### src/rtl/vt_pkg.sv
package vt_pkg;

    typedef enum logic [2:0] {
        OP_NOP     = 3'd0,
        OP_SET_REQ = 3'd1,
        OP_CLR_REQ = 3'd2,
        OP_SET_SVC = 3'd3,
        OP_CLR_SVC = 3'd4,
        OP_ACK     = 3'd5,
        OP_EOI     = 3'd6,
        OP_RSVD    = 3'd7
    } vt_op_e;

    typedef struct packed {
        logic set_req;
        logic clr_req;
        logic set_svc;
        logic clr_svc;
        logic ack;
        logic eoi;
    } vt_ctl_t;

    function automatic vt_ctl_t vt_decode(input logic valid, input logic [2:0] code);
        vt_ctl_t c;
        c = '0;
        if (valid) begin
            case (vt_op_e'(code))
                OP_SET_REQ: c.set_req = 1'b1;
                OP_CLR_REQ: c.clr_req = 1'b1;
                OP_SET_SVC: c.set_svc = 1'b1;
                OP_CLR_SVC: c.clr_svc = 1'b1;
                OP_ACK:     c.ack     = 1'b1;
                OP_EOI:     c.eoi     = 1'b1;
                default:    c         = '0;
            endcase
        end
        return c;
    endfunction

endpackage

### src/rtl/vt_bitset.sv
module vt_bitset #(
    parameter int WORDS  = 8,
    parameter int WORD_W = 32,
    localparam int TOTAL = WORDS * WORD_W,
    localparam int VEC_W = $clog2(TOTAL),
    localparam int BIT_W = $clog2(WORD_W),
    localparam int IDX_W = VEC_W - BIT_W
) (
    input  logic             clk,
    input  logic             rst,
    input  logic             set_en,
    input  logic [VEC_W-1:0] set_vec,
    input  logic             clr_en,
    input  logic [VEC_W-1:0] clr_vec,
    output logic [TOTAL-1:0] bits_q,
    output logic [TOTAL-1:0] bits_d
);

    for (genvar w = 0; w < WORDS; w++) begin : g_word
        logic [WORD_W-1:0] word_q;
        logic [WORD_W-1:0] word_d;
        logic              set_here;
        logic              clr_here;

        assign set_here = set_en && (set_vec[VEC_W-1:BIT_W] == IDX_W'(w));
        assign clr_here = clr_en && (clr_vec[VEC_W-1:BIT_W] == IDX_W'(w));

        always_comb begin
            word_d = word_q;
            if (set_here) word_d[set_vec[BIT_W-1:0]] = 1'b1;
            if (clr_here) word_d[clr_vec[BIT_W-1:0]] = 1'b0;
        end

        always_ff @(posedge clk) begin
            if (rst) word_q <= '0;
            else     word_q <= word_d;
        end

        assign bits_q[w*WORD_W +: WORD_W] = word_q;
        assign bits_d[w*WORD_W +: WORD_W] = word_d;
    end

    assert_set_lands_R2: assert property (@(posedge clk) disable iff (rst)
        (set_en && !(clr_en && clr_vec == set_vec)) |=> bits_q[$past(set_vec)]);

    assert_clr_lands_R3: assert property (@(posedge clk) disable iff (rst)
        clr_en |=> !bits_q[$past(clr_vec)]);

endmodule

### src/rtl/vt_top_scan.sv
module vt_top_scan #(
    parameter int WORDS  = 8,
    parameter int WORD_W = 32,
    localparam int TOTAL = WORDS * WORD_W,
    localparam int VEC_W = $clog2(TOTAL),
    localparam int BIT_W = $clog2(WORD_W)
) (
    input  logic [TOTAL-1:0] bits,
    output logic [VEC_W-1:0] top,
    output logic             any
);

    logic [WORDS-1:0] nz;
    logic [BIT_W-1:0] pos [WORDS];

    for (genvar w = 0; w < WORDS; w++) begin : g_word
        logic [WORD_W-1:0] word;
        assign word  = bits[w*WORD_W +: WORD_W];
        assign nz[w] = |word;

        always_comb begin
            pos[w] = '0;
            for (int i = 0; i < WORD_W; i++) begin
                if (word[i]) pos[w] = BIT_W'(i);
            end
        end
    end

    always_comb begin
        top = '0;
        for (int w = 0; w < WORDS; w++) begin
            if (nz[w]) top = VEC_W'(w * WORD_W) + VEC_W'(pos[w]);
        end
    end

    assign any = |nz;

endmodule

### src/rtl/vt_tracker.sv
module vt_tracker
    import vt_pkg::*;
#(
    parameter int WORDS  = 8,
    parameter int WORD_W = 32,
    localparam int TOTAL = WORDS * WORD_W,
    localparam int VEC_W = $clog2(TOTAL),
    localparam int BIT_W = $clog2(WORD_W),
    localparam int IDX_W = VEC_W - BIT_W
) (
    input  logic              clk,
    input  logic              rst,
    input  logic              op_valid,
    input  logic [2:0]        op_code,
    input  logic [VEC_W-1:0]  op_vec,
    output logic              req_hit,
    output logic              svc_hit,
    input  logic              rd_sel,
    input  logic [IDX_W-1:0]  rd_word,
    output logic [WORD_W-1:0] rd_data,
    output logic [VEC_W-1:0]  req_top,
    output logic [VEC_W-1:0]  svc_top
);

    vt_ctl_t ctl;
    assign ctl = vt_decode(op_valid, op_code);

    logic [TOTAL-1:0] req_q, req_d, svc_q, svc_d;
    logic [VEC_W-1:0] req_top_q, svc_top_q, req_top_d, svc_top_d;
    logic             req_any_q, svc_any_q, req_any_d, svc_any_d;

    logic             do_ack, do_eoi;
    logic             req_set_en, req_clr_en, svc_set_en, svc_clr_en;
    logic [VEC_W-1:0] req_clr_vec, svc_set_vec, svc_clr_vec;

    assign do_ack = ctl.ack && req_any_q;
    assign do_eoi = ctl.eoi && svc_any_q;

    assign req_set_en  = ctl.set_req;
    assign req_clr_en  = ctl.clr_req || do_ack;
    assign req_clr_vec = do_ack ? req_top_q : op_vec;
    assign svc_set_en  = ctl.set_svc || do_ack;
    assign svc_set_vec = do_ack ? req_top_q : op_vec;
    assign svc_clr_en  = ctl.clr_svc || do_eoi;
    assign svc_clr_vec = do_eoi ? svc_top_q : op_vec;

    vt_bitset #(.WORDS(WORDS), .WORD_W(WORD_W)) u_req (
        .clk(clk), .rst(rst),
        .set_en(req_set_en), .set_vec(op_vec),
        .clr_en(req_clr_en), .clr_vec(req_clr_vec),
        .bits_q(req_q), .bits_d(req_d)
    );

    vt_bitset #(.WORDS(WORDS), .WORD_W(WORD_W)) u_svc (
        .clk(clk), .rst(rst),
        .set_en(svc_set_en), .set_vec(svc_set_vec),
        .clr_en(svc_clr_en), .clr_vec(svc_clr_vec),
        .bits_q(svc_q), .bits_d(svc_d)
    );

    vt_top_scan #(.WORDS(WORDS), .WORD_W(WORD_W)) u_req_scan (
        .bits(req_d), .top(req_top_d), .any(req_any_d)
    );

    vt_top_scan #(.WORDS(WORDS), .WORD_W(WORD_W)) u_svc_scan (
        .bits(svc_d), .top(svc_top_d), .any(svc_any_d)
    );

    always_ff @(posedge clk) begin
        if (rst) begin
            req_top_q <= '0;
            svc_top_q <= '0;
            req_any_q <= 1'b0;
            svc_any_q <= 1'b0;
        end else begin
            req_top_q <= req_top_d;
            svc_top_q <= svc_top_d;
            req_any_q <= req_any_d;
            svc_any_q <= svc_any_d;
        end
    end

    assign req_top = req_top_q;
    assign svc_top = svc_top_q;
    assign req_hit = req_q[op_vec];
    assign svc_hit = svc_q[op_vec];

    always_comb begin
        rd_data = '0;
        for (int w = 0; w < WORDS; w++) begin
            if (rd_word == IDX_W'(w))
                rd_data = rd_sel ? svc_q[w*WORD_W +: WORD_W] : req_q[w*WORD_W +: WORD_W];
        end
    end

    // The reported top must point at a set bit whenever the set is not empty.
    assert_req_top_set_R5: assert property (@(posedge clk) disable iff (rst)
        req_any_q |-> req_q[req_top_q]);
    assert_svc_top_set_R5: assert property (@(posedge clk) disable iff (rst)
        svc_any_q |-> svc_q[svc_top_q]);
    assert_req_empty_zero_R5: assert property (@(posedge clk) disable iff (rst)
        (req_q == '0) |-> (req_top_q == '0));

    assert_ack_moves_R7: assert property (@(posedge clk) disable iff (rst)
        do_ack |=> (svc_q[$past(req_top_q)] && !req_q[$past(req_top_q)]));
    assert_ack_empty_R7: assert property (@(posedge clk) disable iff (rst)
        (ctl.ack && !req_any_q) |=> ($stable(svc_q) && $stable(req_q)));

    assert_eoi_clears_R8: assert property (@(posedge clk) disable iff (rst)
        do_eoi |=> !svc_q[$past(svc_top_q)]);
    assert_eoi_empty_R8: assert property (@(posedge clk) disable iff (rst)
        (ctl.eoi && !svc_any_q) |=> $stable(svc_q));

    assert_idle_stable_R10: assert property (@(posedge clk) disable iff (rst)
        (ctl == '0) |=> ($stable(req_q) && $stable(svc_q)));

endmodule

### config.mk
export PLATFORM = sky130hd
export DESIGN_NAME = vt_tracker
export DESIGN_NICKNAME = d
export VERILOG_FILES = /design/src/rtl/vt_pkg.sv /design/src/rtl/vt_bitset.sv /design/src/rtl/vt_top_scan.sv /design/src/rtl/vt_tracker.sv
export SDC_FILE = /design/constraint.sdc
export NUM_CORES = 2
export LEC_CHECK = 0
export ABC_AREA = 1
export CAP_MARGIN = 20
export CELL_PAD_IN_SITES_DETAIL_PLACEMENT = 0
export CELL_PAD_IN_SITES_GLOBAL_PLACEMENT = 2
export CORE_MARGIN = 2
export CORE_UTILIZATION = 32
export CTS_CLUSTER_SIZE = 24
export DETAILED_ROUTE_END_ITERATION = 12
export DONT_BUFFER_PORTS = 1
export GPL_TIMING_DRIVEN = 0
export PLACE_DENSITY = 0.79
export SYNTH_ARGS = -nofsm -noshare
export SYNTH_HDL_FRONTEND = slang
export SYNTH_SLANG_ARGS = --single-unit
### constraint.sdc
create_clock -name clk -period 3.7 [get_ports clk]
set_input_delay 0.37 -clock clk [delete_from_list [all_inputs] [get_ports clk]]
set_output_delay 0.37 -clock clk [all_outputs]
set_load 0.05 [all_outputs]
==> impl_metrics.py <==
metrics = {
    "run_status": {
        "status": "complete, but fails checks",
        "violations": "negative setup slack",
    },
    "final_layout": {
        "utilization": 0.442,
        "drive_above_1_share": 0.229,
        "register_area_mm2": 0.0106,
        "num-fill-cells": 11500,
        "final_common_cell": "nand2_1",
        "final_nets": 5955,
        "multi_input_area_mm2": 0.0252,
        "mostFrequentLayoutCells": "nand2_1 (1244), nor2_1 (775), o21ai_0 (634), dfxtp_1 (515), inv_1 (477)",
        "syn2layout_area_growth_pct": 36.9,
        "final_cell_count_no_fill": 7383,
    },
    "worst_hold_path": {
        "hold_class": "in2reg",
        "hp-start": "op_vec[7]",
    },
    "global_route": {
        "antenna_found_initial": 16,
        "grt_pass1_wl_um": 352000,
        "grt_pass1_vias": 41300,
        "grt_max_degree": 12,
        "gr-total-overflow": 0,
        "grtUsageTotal": 0.478,
    },
    "worst_setup_path": {
        "worst_path_largest_cell_delay_ns": 0.36,
        "crit_top_cell": "nor2_1",
        "cp.arrival_ns": 5.38,
        "cp.required_ns": 4.22,
        "end_kind": "register",
        "crit_path_start_kind": "register",
        "path_class": "reg2reg",
        "worstPathMaxFanout": 5,
        "rr_startpoint": "svc_any_q",
        "cpMaxStageDelayCell": "dfxtp_2",
        "startpoint": "svc_any_q",
    },
    "synth": {
        "syn_inst": 5663,
        "syn_nets": 5681,
        "ys.flop_type": "dfxtp_1",
        "yosys_warnings": 0,
        "synth_edf_count": 0,
        "avgSynthCellArea_um2": 6.00,
        "async_reset_ff_frac": 0,
        "synth.cell_area_mm2": 0.0340,
        "synth_seq_area_share": 0.312,
        "yosysUniqueCellTypes": 48,
        "ys_seq_elements": 530,
    },
    "routing": {
        "wl_met2_um": 105000,
        "highest_layer": "met5",
        "wl_met3_um": 34400,
        "first_pass_iters": 6,
        "wl_per_cell_um": 36.5,
        "wl_met1_um": 111000,
        "ant_nets": 0,
        "viasPerCell": 6.26,
        "drt_wl_total_um": 270000,
        "drt-initial-drc-count": 7069,
        "post-route-drc-count": 0,
        "vias": 46200,
    },
    "timing": {
        "finalHoldViolations": 0,
        "worstMarginPinSlew_ns": 1.21,
        "setup_viol_count_final": 25,
        "worst_clock_skew_ns": 0.0167,
        "whs_ns": 0.0861,
        "fin_ws_ns": -1.17,
        "slew_headroom": 0.190,
        "clock.fmax_mhz": 205,
        "timing.final.crit_period_ns": 4.87,
        "fin_crit_sh": 1.32,
        "drv_slew": 0,
        "grt_setup_unrepaired": "yes",
    },
    "placement": {
        "port-buffer-count": 0,
        "post-place-cells": 7082,
        "place.gp.congestion": 1.05,
        "hpwl_um": 212000,
    },
    "pwr": {
        "p_leak_nw": 19.5,
        "powerDensity_mw_per_mm2": 325,
        "finalPower_w": 0.0151,
        "peakVddDrop_v": 0.000353,
    },
    "die": {
        "die_area_mm2": 0.109,
        "num_rows": 119,
        "num_io_pins": 68,
        "start_util": 0.323,
        "die_h_um": 330,
        "die_x_um": 330,
        "core_mm2": 0.105,
    },
    "flow_run": {
        "drv_cap": 0,
    },
    "cts": {
        "insertion_delay_ns": 0.68,
        "numClockSinks": 530,
        "htreeDepth": 3,
        "path_clk_slew_ns": 0.06,
        "ctsLongestPathBuffers": 3,
        "cts_root_buffer": "clkbuf_16",
        "holdBufCountCts": 0,
        "numCtsBuffers": 73,
        "cts_tree": "built",
    },
}
cell families (layout without fill, tap and decap cells):
logic type | after synthesis | in the layout | share of synthesized area
and+or+nand+nor | 2533 | 2533 | 0.292
AOI/OAI and AO/OA | 1731 | 1731 | 0.299
buffers and inverters | 869 | 1192 | 0.0973
DFF | 530 | 530 | 0.312
other | 0 | 6 | 0
where the power goes:
group	internal [W]	switching, W	leakage [nW]	total [W]
Combinational	0.000419	0.00162	14.1	0.00204
Clock	0.00416	0.00316	1.14	0.00732
Sequential	0.00572	0.0000619	4.28	0.00578
layer usage:
layer	GRT usage	vias up
met3	0.155	759
met4	0.291	14
met2	0.650	3289
li1	-	19600
met5	0.00609	-
met1	0.647	22600
worst max-delay path: cells and delay by family, from the launching register on:
family | cells | cell delay (ns)
simple gates | 13 | 1.80
flops | 1 | 0.36
buf+inv | 6 | 0.83
compound gates | 10 | 1.68
repair_timing:
| action | CTS | global route |
|---|---|---|
| setup buffers | 94 | 76 |
| resized for setup | 1343 | 585 |
| pin swaps | 102 | 130 |
| setup endpoints to repair | 75 | 20 |
| gates cloned | 2 | 0 |
metrics by stage:
stage | instance area, um^2 | TNS (ns) | setup slack, ns
2_1_floorplan | 34000 | 0 | 0.149
3_3_place_gp | 35700 | -80.23 | -3.12
3_5_place_dp | 36200 | -69.75 | -2.93
4_1_cts | 44000 | -8.65 | -0.891
5_1_grt | 46500 | -9.86 | -1.11
6_report | 46500 | -10.03 | -1.17
final cells by class:
class / instances / area share
clock buffers: 110 / 0.0466
clock inverters: 14 / 0.00282
diodes: 6 / 0.000323
inverters: 528 / 0.0439
plain buffers: 340 / 0.0526
multi-input cells: 4264 / 0.541
repair buffers: 200 / 0.0464
well taps: 1391 / 0.0374
flip-flops and latches: 530 / 0.229
worst paths after layout:
| kind | end | slack, ns | cells after the start |
|---|---|---|---|
| worst max-delay path | svc_top[1] | -1.17 | 29 |
| worst min-delay path | u_req.g_word[2].word_q[2] | 0.09 | 5 |
| worst max register to register | svc_top[1] | -1.17 | 29 |
| worst min register to register | u_svc.g_word[2].word_q[29] | 0.59 | 2 |
cells in the mapped netlist (all sizes together), types with 4 or more instances:
library cell / number / area (um^2)
nand2: 1477 / 5570
o21ai: 1018 / 5130
nor2: 907 / 3490
dfxtp: 530 / 10600
inv: 525 / 1970
clkbuf: 302 / 1130
o22ai: 133 / 838
a21oi: 109 / 549
o211ai: 105 / 788
a22oi: 103 / 773
o221ai: 91 / 797
a31oi: 64 / 400
nand4: 53 / 332
nor3: 41 / 220
buf: 39 / 191
nand3: 38 / 200
o21bai: 31 / 233
o2111ai: 28 / 245
nor4: 15 / 100
a211oi: 12 / 90.1
a221oi: 12 / 105
a22o: 10 / 87.6
o311ai: 4 / 35.0
flip-flops by register name, indices dropped and copies added, names as in the netlist:
signal               flops
u_req.g_word.word_q    256
u_svc.g_word.word_q    256
req_top                  8
svc_top                  8
req_any_q                1
svc_any_q                1
(Power assumes the default switching activity.)
